`src/rtl/dmach_pkg.sv`:
```
package dmach_pkg;

  typedef enum logic [2:0] {
    RA_CTRL  = 3'd0,
    RA_MODE  = 3'd1,
    RA_BSIZE = 3'd2,
    RA_BSTEP = 3'd3,
    RA_TSIZE = 3'd4,
    RA_TSTEP = 3'd5,
    RA_SRC   = 3'd6,
    RA_DST   = 3'd7
  } reg_addr_e;

  // field order matches the mode register bit positions (bit 10 down to 0)
  typedef struct packed {
    logic       inten;
    logic       int_at_end;
    logic       wide;
    logic       cont;
    logic       oneshot;
    logic       trig_en;
    logic [4:0] sel;
  } mode_t;

  typedef enum logic [2:0] {
    S_IDLE,
    S_ARM,
    S_RD,
    S_CAP,
    S_WR
  } seq_state_e;

  localparam int CTRL_RUN     = 0;
  localparam int CTRL_HRST    = 1;
  localparam int CTRL_CLRTRIG = 2;
  localparam int CTRL_CLROVF  = 3;
  localparam int MODE_W       = 11;

endpackage

```
`src/rtl/dmach_regs.sv`:
```
module dmach_regs
  import dmach_pkg::*;
#(
  parameter int AW = 16,
  parameter int CW = 16,
  parameter int SW = 16
) (
  input  logic          clk,
  input  logic          rst,
  input  logic          we,
  input  logic [2:0]    addr,
  input  logic [31:0]   wdata,
  output mode_t         mode,
  output logic [CW-1:0] bsize,
  output logic [CW-1:0] tsize,
  output logic [SW-1:0] bstep_s,
  output logic [SW-1:0] bstep_d,
  output logic [SW-1:0] tstep_s,
  output logic [SW-1:0] tstep_d,
  output logic [AW-1:0] src_sh,
  output logic [AW-1:0] dst_sh,
  output logic          go,
  output logic          clr_trig,
  output logic          clr_ovf
);

  reg_addr_e ra;
  logic      ctrl_wr;

  assign ra       = reg_addr_e'(addr);
  assign ctrl_wr  = we && (ra == RA_CTRL);
  assign go       = ctrl_wr && wdata[CTRL_RUN];
  assign clr_trig = ctrl_wr && wdata[CTRL_CLRTRIG];
  assign clr_ovf  = ctrl_wr && wdata[CTRL_CLROVF];

  always_ff @(posedge clk) begin
    if (rst) begin
      mode    <= '0;
      bsize   <= '0;
      tsize   <= '0;
      bstep_s <= '0;
      bstep_d <= '0;
      tstep_s <= '0;
      tstep_d <= '0;
      src_sh  <= '0;
      dst_sh  <= '0;
    end else if (we) begin
      case (ra)
        RA_MODE:  mode    <= mode_t'(wdata[MODE_W-1:0]);
        RA_BSIZE: bsize   <= wdata[CW-1:0];
        RA_BSTEP: begin
          bstep_s <= wdata[SW-1:0];
          bstep_d <= wdata[16 +: SW];
        end
        RA_TSIZE: tsize   <= wdata[CW-1:0];
        RA_TSTEP: begin
          tstep_s <= wdata[SW-1:0];
          tstep_d <= wdata[16 +: SW];
        end
        RA_SRC:   src_sh  <= wdata[AW-1:0];
        RA_DST:   dst_sh  <= wdata[AW-1:0];
        default:  ;
      endcase
    end
  end

endmodule

```
`src/rtl/dmach_trig.sv`:
```
module dmach_trig #(
  parameter int NTRIG = 4
) (
  input  logic             clk,
  input  logic             rst,
  input  logic [NTRIG-1:0] trig_in,
  input  logic [4:0]       sel,
  input  logic             en,
  input  logic             take,
  input  logic             clr_trig,
  input  logic             clr_ovf,
  output logic             pend,
  output logic             ovf
);

  logic [NTRIG-1:0] match;
  logic             hit;

  // one comparator per input; select values past NTRIG-1 match nothing
  for (genvar i = 0; i < NTRIG; i++) begin : g_match
    assign match[i] = trig_in[i] && (sel == 5'(i));
  end

  assign hit = en && (|match);

  always_ff @(posedge clk) begin
    if (rst) begin
      pend <= 1'b0;
      ovf  <= 1'b0;
    end else begin
      if (hit)
        pend <= 1'b1;
      else if (take || clr_trig)
        pend <= 1'b0;

      if (hit && pend && !take)
        ovf <= 1'b1;
      else if (clr_ovf)
        ovf <= 1'b0;
    end
  end

endmodule

```
`src/rtl/dmach_seq.sv`:
```
module dmach_seq
  import dmach_pkg::*;
#(
  parameter int AW = 16,
  parameter int CW = 16,
  parameter int SW = 16
) (
  input  logic          clk,
  input  logic          rst,
  input  logic          go,
  input  logic          pend,
  input  logic          inten,
  input  logic          int_at_end,
  input  logic          wide,
  input  logic          cont,
  input  logic          oneshot,
  input  logic [CW-1:0] bsize,
  input  logic [CW-1:0] tsize,
  input  logic [SW-1:0] bstep_s,
  input  logic [SW-1:0] bstep_d,
  input  logic [SW-1:0] tstep_s,
  input  logic [SW-1:0] tstep_d,
  input  logic [AW-1:0] src_sh,
  input  logic [AW-1:0] dst_sh,
  input  logic [31:0]   mem_rdata,
  output logic          take,
  output logic          mem_rd,
  output logic          mem_wr,
  output logic [AW-1:0] mem_addr,
  output logic [31:0]   mem_wdata,
  output logic          irq,
  output logic          busy
);

  seq_state_e    st;
  logic [AW-1:0] src_a, dst_a;
  logic [CW-1:0] mv_left, bu_left;
  logic          first;
  logic [CW-1:0] moves_m1;
  logic [AW-1:0] src_bn, dst_bn, src_tn, dst_tn;

  function automatic logic [AW-1:0] adv(input logic [AW-1:0] a, input logic [SW-1:0] s);
    return a + AW'($signed(s));
  endfunction

  assign moves_m1 = wide ? (bsize >> 1) : bsize;
  assign src_bn   = adv(src_a, bstep_s);
  assign dst_bn   = adv(dst_a, bstep_d);
  assign src_tn   = adv(src_a, tstep_s);
  assign dst_tn   = adv(dst_a, tstep_d);
  assign take     = (st == S_ARM) && pend;
  assign busy     = (st != S_IDLE);

  always_ff @(posedge clk) begin
    if (rst) begin
      st        <= S_IDLE;
      src_a     <= '0;
      dst_a     <= '0;
      mv_left   <= '0;
      bu_left   <= '0;
      first     <= 1'b0;
      mem_rd    <= 1'b0;
      mem_wr    <= 1'b0;
      mem_addr  <= '0;
      mem_wdata <= '0;
      irq       <= 1'b0;
    end else begin
      irq <= 1'b0;
      case (st)
        S_IDLE: begin
          if (go) begin
            st    <= S_ARM;
            first <= 1'b1;
          end
        end
        S_ARM: begin
          if (pend) begin
            mv_left <= moves_m1;
            mem_rd  <= 1'b1;
            st      <= S_RD;
            if (first) begin
              src_a    <= src_sh;
              dst_a    <= dst_sh;
              mem_addr <= src_sh;
              bu_left  <= tsize;
              first    <= 1'b0;
              if (inten && !int_at_end) irq <= 1'b1;
            end else begin
              mem_addr <= src_a;
            end
          end
        end
        S_RD: begin
          mem_rd <= 1'b0;
          st     <= S_CAP;
        end
        S_CAP: begin
          mem_wdata <= mem_rdata;
          mem_wr    <= 1'b1;
          mem_addr  <= dst_a;
          st        <= S_WR;
        end
        S_WR: begin
          mem_wr <= 1'b0;
          if (mv_left != '0) begin
            mv_left  <= mv_left - 1'b1;
            src_a    <= src_bn;
            dst_a    <= dst_bn;
            mem_addr <= src_bn;
            mem_rd   <= 1'b1;
            st       <= S_RD;
          end else if (bu_left != '0) begin
            bu_left <= bu_left - 1'b1;
            src_a   <= src_tn;
            dst_a   <= dst_tn;
            if (oneshot) begin
              mv_left  <= moves_m1;
              mem_addr <= src_tn;
              mem_rd   <= 1'b1;
              st       <= S_RD;
            end else begin
              st <= S_ARM;
            end
          end else begin
            if (inten && int_at_end) irq <= 1'b1;
            if (cont) begin
              first <= 1'b1;
              st    <= S_ARM;
            end else begin
              st <= S_IDLE;
            end
          end
        end
        default: st <= S_IDLE;
      endcase
    end
  end

endmodule

```
`src/rtl/dma_chan_engine.sv`:
```
module dma_chan_engine
  import dmach_pkg::*;
#(
  parameter int AW    = 16,
  parameter int NTRIG = 4,
  parameter int CW    = 16,
  parameter int SW    = 16
) (
  input  logic             clk,
  input  logic             rst,
  input  logic             cfg_we,
  input  logic [2:0]       cfg_addr,
  input  logic [31:0]      cfg_wdata,
  input  logic [NTRIG-1:0] trig_in,
  input  logic [31:0]      mem_rdata,
  output logic             mem_rd,
  output logic             mem_wr,
  output logic             mem_wide,
  output logic [AW-1:0]    mem_addr,
  output logic [31:0]      mem_wdata,
  output logic             irq,
  output logic             busy,
  output logic             trig_flag,
  output logic             ovf_flag
);

  logic          hard, rst_i;
  mode_t         mode;
  logic [CW-1:0] bsize, tsize;
  logic [SW-1:0] bstep_s, bstep_d, tstep_s, tstep_d;
  logic [AW-1:0] src_sh, dst_sh;
  logic          go, clr_trig, clr_ovf, take;

  assign hard  = cfg_we && (cfg_addr == RA_CTRL) && cfg_wdata[CTRL_HRST];
  assign rst_i = rst || hard;

  dmach_regs #(.AW(AW), .CW(CW), .SW(SW)) u_regs (
    .clk(clk), .rst(rst_i), .we(cfg_we), .addr(cfg_addr), .wdata(cfg_wdata),
    .mode(mode), .bsize(bsize), .tsize(tsize),
    .bstep_s(bstep_s), .bstep_d(bstep_d), .tstep_s(tstep_s), .tstep_d(tstep_d),
    .src_sh(src_sh), .dst_sh(dst_sh),
    .go(go), .clr_trig(clr_trig), .clr_ovf(clr_ovf)
  );

  dmach_trig #(.NTRIG(NTRIG)) u_trig (
    .clk(clk), .rst(rst_i), .trig_in(trig_in), .sel(mode.sel), .en(mode.trig_en),
    .take(take), .clr_trig(clr_trig), .clr_ovf(clr_ovf),
    .pend(trig_flag), .ovf(ovf_flag)
  );

  dmach_seq #(.AW(AW), .CW(CW), .SW(SW)) u_seq (
    .clk(clk), .rst(rst_i), .go(go), .pend(trig_flag),
    .inten(mode.inten), .int_at_end(mode.int_at_end), .wide(mode.wide),
    .cont(mode.cont), .oneshot(mode.oneshot),
    .bsize(bsize), .tsize(tsize),
    .bstep_s(bstep_s), .bstep_d(bstep_d), .tstep_s(tstep_s), .tstep_d(tstep_d),
    .src_sh(src_sh), .dst_sh(dst_sh), .mem_rdata(mem_rdata),
    .take(take), .mem_rd(mem_rd), .mem_wr(mem_wr), .mem_addr(mem_addr),
    .mem_wdata(mem_wdata), .irq(irq), .busy(busy)
  );

  assign mem_wide = mode.wide;

endmodule

```
`config.mk`:
```
export PLATFORM = sky130hd
export DESIGN_NAME = dma_chan_engine
export DESIGN_NICKNAME = d
export VERILOG_FILES = /design/src/rtl/dmach_pkg.sv /design/src/rtl/dmach_regs.sv /design/src/rtl/dmach_trig.sv /design/src/rtl/dmach_seq.sv /design/src/rtl/dma_chan_engine.sv
export SDC_FILE = /design/constraint.sdc
export NUM_CORES = 1
export LEC_CHECK = 0
export BUFFER_PORTS_ARGS = -buffer_cell sky130_fd_sc_hd__buf_2
export CORE_ASPECT_RATIO = 0.7
export CORE_MARGIN = 5
export CORE_UTILIZATION = 54
export DETAILED_ROUTE_END_ITERATION = 16
export MAX_ROUTING_LAYER = met4
export PLACE_DENSITY = 0.77
export SYNTH_ARGS = -nofsm -noshare
export SYNTH_HDL_FRONTEND = slang
export SYNTH_SLANG_ARGS = --single-unit
```
`constraint.sdc`:
```
create_clock -name clk -period 3.8 [get_ports clk]
set_input_delay 0.57 -clock clk [delete_from_list [all_inputs] [get_ports clk]]
set_output_delay 0.57 -clock clk [all_outputs]
set_load 0.005 [all_outputs]
```
* Word level (Yosys, flattened, before mapping)
Cells that the tools add are included.
Cells by class: muxes and demuxes 55, equal/unequal tests 23, add/subtract/negate cells 6, reductions and logical operators 48
Operator list (count):
- $mux 16 | 20
- $pmux 16 s2 | 4
- $add 16x16->16 | 4
- $pmux 16 s3 | 1
- $reduce_bool 16->1 | 2
- $sub 16x1->16 const B | 2
- $mux 1 | 20
- $reduce_and 2->1 | 8
- $reduce_and 4->1 | 4
- $eq 3x3->1 const B | 5
- $logic_and 1x1->1 | 15
- $pmux 3 s5 | 1
- $eq 3x2->1 const B | 4
- $mux 3 | 4
- $reduce_bool 3->1 | 4
- $eq 5x2->1 const B | 2
- $ne 2x2->1 const B | 5
- $reduce_bool 2->1 | 4
- $eq 3x1->1 const B | 2
- $logic_not 3->1 | 2
- $pmux 1 s3 | 2
- $reduce_and 6->1 | 1
- $eq 5x1->1 const B | 1
- $logic_not 5->1 | 1
- other kinds (10) | 14
Storage, ports and cells: bits of input ports 74, register bits after elaboration 260, output and inout bits 55, word-level logic and storage cells 160

* Logic depth before layout (Yosys ltp)
depth in word-level cells 7, mapped depth 19, gate-level depth less buffers 17

* Cells and area by module
From an unflattened synthesis, not the netlist that was laid out.
Unflattened totals: cells, all modules 1627, area total of the unflattened synthesis 13728.2 um2
Modules (own cells, without submodules):
- dmach_seq | area an instance 7970.1 um2, seq. area each 2382.3 um2, cells each 1114, times used 1
- dmach_regs | area an instance 5617.9 um2, seq. area each 2782.7 um2, cells each 500, times used 1
- dmach_trig | area an instance 116.4 um2, seq. area each 40.0 um2, cells each 10, times used 1
- dma_chan_engine | area an instance 23.8 um2, seq. area each 0.0 um2, cells each 3, times used 1

* Worst setup path before layout
Ideal clock, no wire load.
path type register to register, start point register u_seq.mv_left[0], end point register u_seq.dst_a[12], path buffers 1, library setup time 0.074 ns, stages on the path, launching flop included 18, period minus slack after synthesis 4.055 ns, path slack -0.255 ns, arrival 3.981 ns, data required time 3.726 ns, cell sequence dfxtp_1 inv_1 ha_1 or4b_4 nor4_4 nand2_1 clkbuf_1 nand2_1 nand2_1 ha_1 fa_1 a21o_1 a2111oi_0 o21ai_0 a221oi_1 xnor2_1 nand2_1 a31oi_1
On the way: cells in the longest elaborated chain, start to end 3, elaborated cells between the ends (all ways) 5, those cells by class 1 x eq/ne; 2 x mux; 2 x reduce/logical
Ends and longest elaborated chain:
- from (decl) | line dmach_seq.sv:37 | logic [CW-1:0] mv_left, bu_left;
- from (signal assigned) | line dmach_seq.sv:78 | mv_left <= moves_m1;
- from (signal assigned) | line dmach_seq.sv:106 | mv_left <= mv_left - 1'b1;
- from (signal assigned) | line dmach_seq.sv:117 | mv_left <= moves_m1;
- $reduce_bool 16->1 * | line dmach_seq.sv:105 | if (mv_left != '0) begin
- $ne 3x1->1 (no source line) or $mux 16 (tied branches)
- $reduce_and 4->1 (no source line) or $pmux 16 s2 (tied branches)
- to (signal assigned) | line dmach_seq.sv:83 | dst_a <= dst_sh;
- to (signal assigned) | line dmach_seq.sv:108 | dst_a <= dst_bn;
- to (signal assigned) | line dmach_seq.sv:115 | dst_a <= dst_tn;
- to (decl) | line dmach_seq.sv:36 | logic [AW-1:0] src_a, dst_a;
Every way passes the cells marked *; elsewhere a longest branch is shown, timed or not. A chain may end at the register's enable or synchronous reset.

* Final worst setup path
start point register u_seq.mv_left[1], end point register u_seq.src_a[10]
On the way: cells in the longest elaborated chain, start to end 3, elaborated cells between the ends (all ways) 5, those cells by class 1 x eq/ne; 2 x mux; 2 x reduce/logical
Ends and longest elaborated chain:
- $reduce_bool 16->1 * | line dmach_seq.sv:105
- $ne 3x1->1 (no source line) or $mux 16 (tied branches)
- $reduce_and 3->1 (no source line) or $pmux 16 s2 (tied branches)
- to (signal assigned) | line dmach_seq.sv:82 | src_a <= src_sh;
- to (signal assigned) | line dmach_seq.sv:107 | src_a <= src_bn;
- to (signal assigned) | line dmach_seq.sv:114 | src_a <= src_tn;
- to (decl) | line dmach_seq.sv:36
Marks and branches as above.

==> results.md <==
* Crit path kind: reg2reg
* WP buf/inv at 4
* Share of the synthesized area in the top cell type at 0.408
* Worst Min Path Start: mem_rdata[9]
* Critical path's largest stage delay at 470 ps
* Max-Slew Margin vs Limit at 0.243
* DR vias at 12957
* TNS Setup at 0 ps
* Critical path's top delay family: simple AND/OR/NAND/NOR gates
* Cts-stage hold buffer count at 0
* Util after Layout at 0.642
* Most frequent cell after synthesis: nand2_1
* Clock Sinks at 260
* Synthesized instance count at 1726
* Worst-path cell chain: inv_2 > ha_4 > or4b_4 > nor4_4 > buf_6 > and2_4 > nand2_1 > nand2_1 > ha_2 > inv_2 > fa_2 > nand3b_1 > a21oi_2 > o41ai_4 > xor2_1 > nor2_2 > buf_4 > o22ai_1 > nor2_1
* Fraction of layout cells with a size suffix above 1 at 0.170
* First-pass GRT wire length at 65000 µm
* GR Util All Layers at 0.304
* Num rows at 47
* H-tree depth at 1
* Starting Density at 0.543
* Vias in the first global route at 11767
* CTS clk-pin slew, worst paths at 60 ps
* Leakage at 5.90 nW
* Tot Pwr at 5.72 mW
* Hold Fails Final Rpt at 0
* Drt wl/cell at 19.2 µm
* CP startpoint kind: flop
* Setup Skew at 9.39 ps
* Layout Nets at 1955
* EDFF count, synth at 0
* Fmax at 268 MHz
* Cell variety after synth at 65
* Chip width at 194 µm
* MaxCap Viol Count at 0
* Fin. max-slew vios at 0
* DR iter-0 viols at 1427
* Most instantiated cells after synthesis: nand2_1, a21oi_1, dfxtp_1
* Drt pass-1 iters at 8
* Pwr Density at 380 nW/µm²
* Tcrit/Tclk final at 0.982
* Syn Nets at 1838
* Arrival time at the worst endpoint at 4140 ps
* RD Place Congestion at 0.998
* Hold Crit Class: in2reg
* Tmin final at 3730 ps
* Max rail drop VDD at 0.312 mV
* Area growth syn-to-layout at 18.2%
* CTS max path bufs at 3
* Seq/Total Area, Yosys at 0.408
* Area contributors post-synth: dfxtp_1, nand2_1, a21oi_1, ha_1, o21ai_0
* Post-DP HPWL at 28400 µm
* Worst Tran Pin Value at 1130 ps
* Mean Syn Cell Area at 7.38 µm²
* # port buffers at 128
* Core Area at 23500 µm²
* Die area at 26800 µm²
* Yosys warnings at 0
* FF-to-FF setup slack at 70 ps
* Yosys reg bits at 260
* Worst Hold Depth at 3
* Final ANT Viol Nets at 0
* CP max-delay cell: or4b_4
* Vias per cell at 5.94
* Final setup viols at 0
* Worst Hold Endpoint: u_seq.mem_wdata[9]
* Synth Flop Type: dfxtp_1
* RR Endpoint: u_seq.src_a[10]
* Critical Path End Type: flop
* RSZ-0062 raised after global routing: true
* Initial antenna violation count at 1
* TritonCTS buffer count at 27
* Status: finished clean
* CP max FO at 4
* Largest net degree at the start of global routing at 65
* CP Launch Point: u_seq.mv_left[1]
* Worst r2r src: u_seq.mv_left[1]
* TritonCTS clock tree: built
* Worst Path Required at 4210 ps
* Reg2Reg Depth at 19
* DRC violations left at 0
* IO Count at 129
* Die extent in y at 139 µm
* Post-synth ARST share at 0
* Clk Latency, worst-skew pair at 540 ps
* Clk Tree Root Cell: clkbuf_16
* Synth area leader: dfxtp_1
* Post-Route WL at 42000 µm
* Remaining Overflow, GRT at 0
* Post-Syn Area at 12700 µm²
==> worst max-delay path by stage <==
stage	cells after the start	end
3_3_place_gp	16	u_seq.dst_a[12]
5_1_grt	18	u_seq.mem_addr[10]
4_1_cts	17	u_seq.src_a[12]
3_5_place_dp	16	u_seq.mem_addr[10]
2_1_floorplan	17	u_seq.dst_a[15]
6_report	19	u_seq.src_a[10]
==> layer usage <==
| layer | share of wire | track usage |
|---|---|---|
| met2 | 0.40 | 0.413 |
| met4 | 0.023 | 0.0730 |
| met3 | 0.12 | 0.0927 |
| met1 | 0.45 | 0.443 |
| met5 | 0 | - |
==> flip-flops by register name, indices dropped and copies added, names as in the netlist, 3 cells and up <==
| register | flops |
|---|---|
| u_regs.bsize | 16 |
| u_regs.bstep_d | 16 |
| u_regs.bstep_s | 16 |
| u_regs.dst_sh | 16 |
| u_regs.mode | 11 |
| u_regs.src_sh | 16 |
| u_regs.tsize | 16 |
| u_regs.tstep_d | 16 |
| u_regs.tstep_s | 16 |
| u_seq.bu_left | 16 |
| u_seq.dst_a | 16 |
| u_seq.mem_addr | 16 |
| u_seq.mem_wdata | 32 |
| u_seq.mv_left | 16 |
| u_seq.src_a | 16 |
| u_seq.st | 3 |
==> kinds of logic (layout without fill, tap and decap cells) <==
logic type | after synthesis | after routing | synth area share
mux | 40 | 40 | 0.0335
simple gates | 766 | 767 | 0.252
fa+ha+maj | 38 | 38 | 0.0385
buf+inv | 121 | 257 | 0.0358
xor+xnor | 26 | 26 | 0.0179
other cells | 0 | 1 | 0
compound gates | 475 | 475 | 0.214
flops | 260 | 260 | 0.408
==> cell usage in the layout, fill, tap and decap left out, drive strengths merged, types with 14 or more instances in the layout <==
cell | netlist | final
a211oi | 21 | 21
clkbuf | 101 | 40
buf | 10 | 198
a31oi | 17 | 17
dfxtp | 260 | 260
xnor2 | 14 | 14
nand3 | 19 | 19
nand2 | 534 | 535
nor3 | 27 | 27
a21oi | 264 | 264
nor2 | 102 | 102
a21o | 14 | 14
o21ai | 91 | 91
mux2i | 28 | 28
ha | 36 | 36
==> repair_timing <==
item                       4_1_cts  5_1_grt
resized for setup                3       37
buffers inserted                 0       15
cloned                           0        1
setup endpoints to repair        6       24
pin swaps                        2       30
==> report_power, final <==
part	internal (mW)	switching, mW	total (mW)
clock	1.56	1.10	2.66
sequential	2.76	0.0214	2.78
combinational	0.0870	0.195	0.281
total	4.40	1.32	5.72
==> layout make-up <==
class / count / area [µm²]
repair buffers: 198 / 1220
inverters: 10 / 37.5
clock inverters: 9 / 100
well taps: 318 / 398
multi-input cells: 1346 / 7310
diodes: 1 / 2.50
fillers: 2056 / 8400
clock buffers: 40 / 785
flip-flops and latches: 260 / 5210
==> worst reg2reg max path, stage by stage (launching register included) <==
cell      delay (ps)
dfxtp_2          320
inv_2             60
ha_4             120
or4b_4           480
nor4_4           230
buf_6            170
and2_4           180
nand2_1           90
nand2_1          110
ha_2             220
inv_2             40
fa_2             340
nand3b_1         220
a21oi_2          260
o41ai_4          140
xor2_1           210
nor2_2            80
buf_4            160
o22ai_1          130
nor2_1            50
==> stage by stage <==
| stage | hold slack (ps) | std cells | setup WS (ps) | area (µm²) |
|---|---|---|---|---|
| after global routing | 277 | 2182 | -88.0 | 15100 |
| final | 274 | 2182 | 69.4 | 15100 |
| after CTS | 262 | 2165 | 17.0 | 14800 |
| after global placement | 437 | 2116 | 52.0 | 13900 |
| after detailed placement | 443 | 2116 | -47.6 | 13900 |
| after floorplan | 426 | 1726 | 22.4 | 12800 |
No activity file was read; power rests on OpenSTA's default activity.
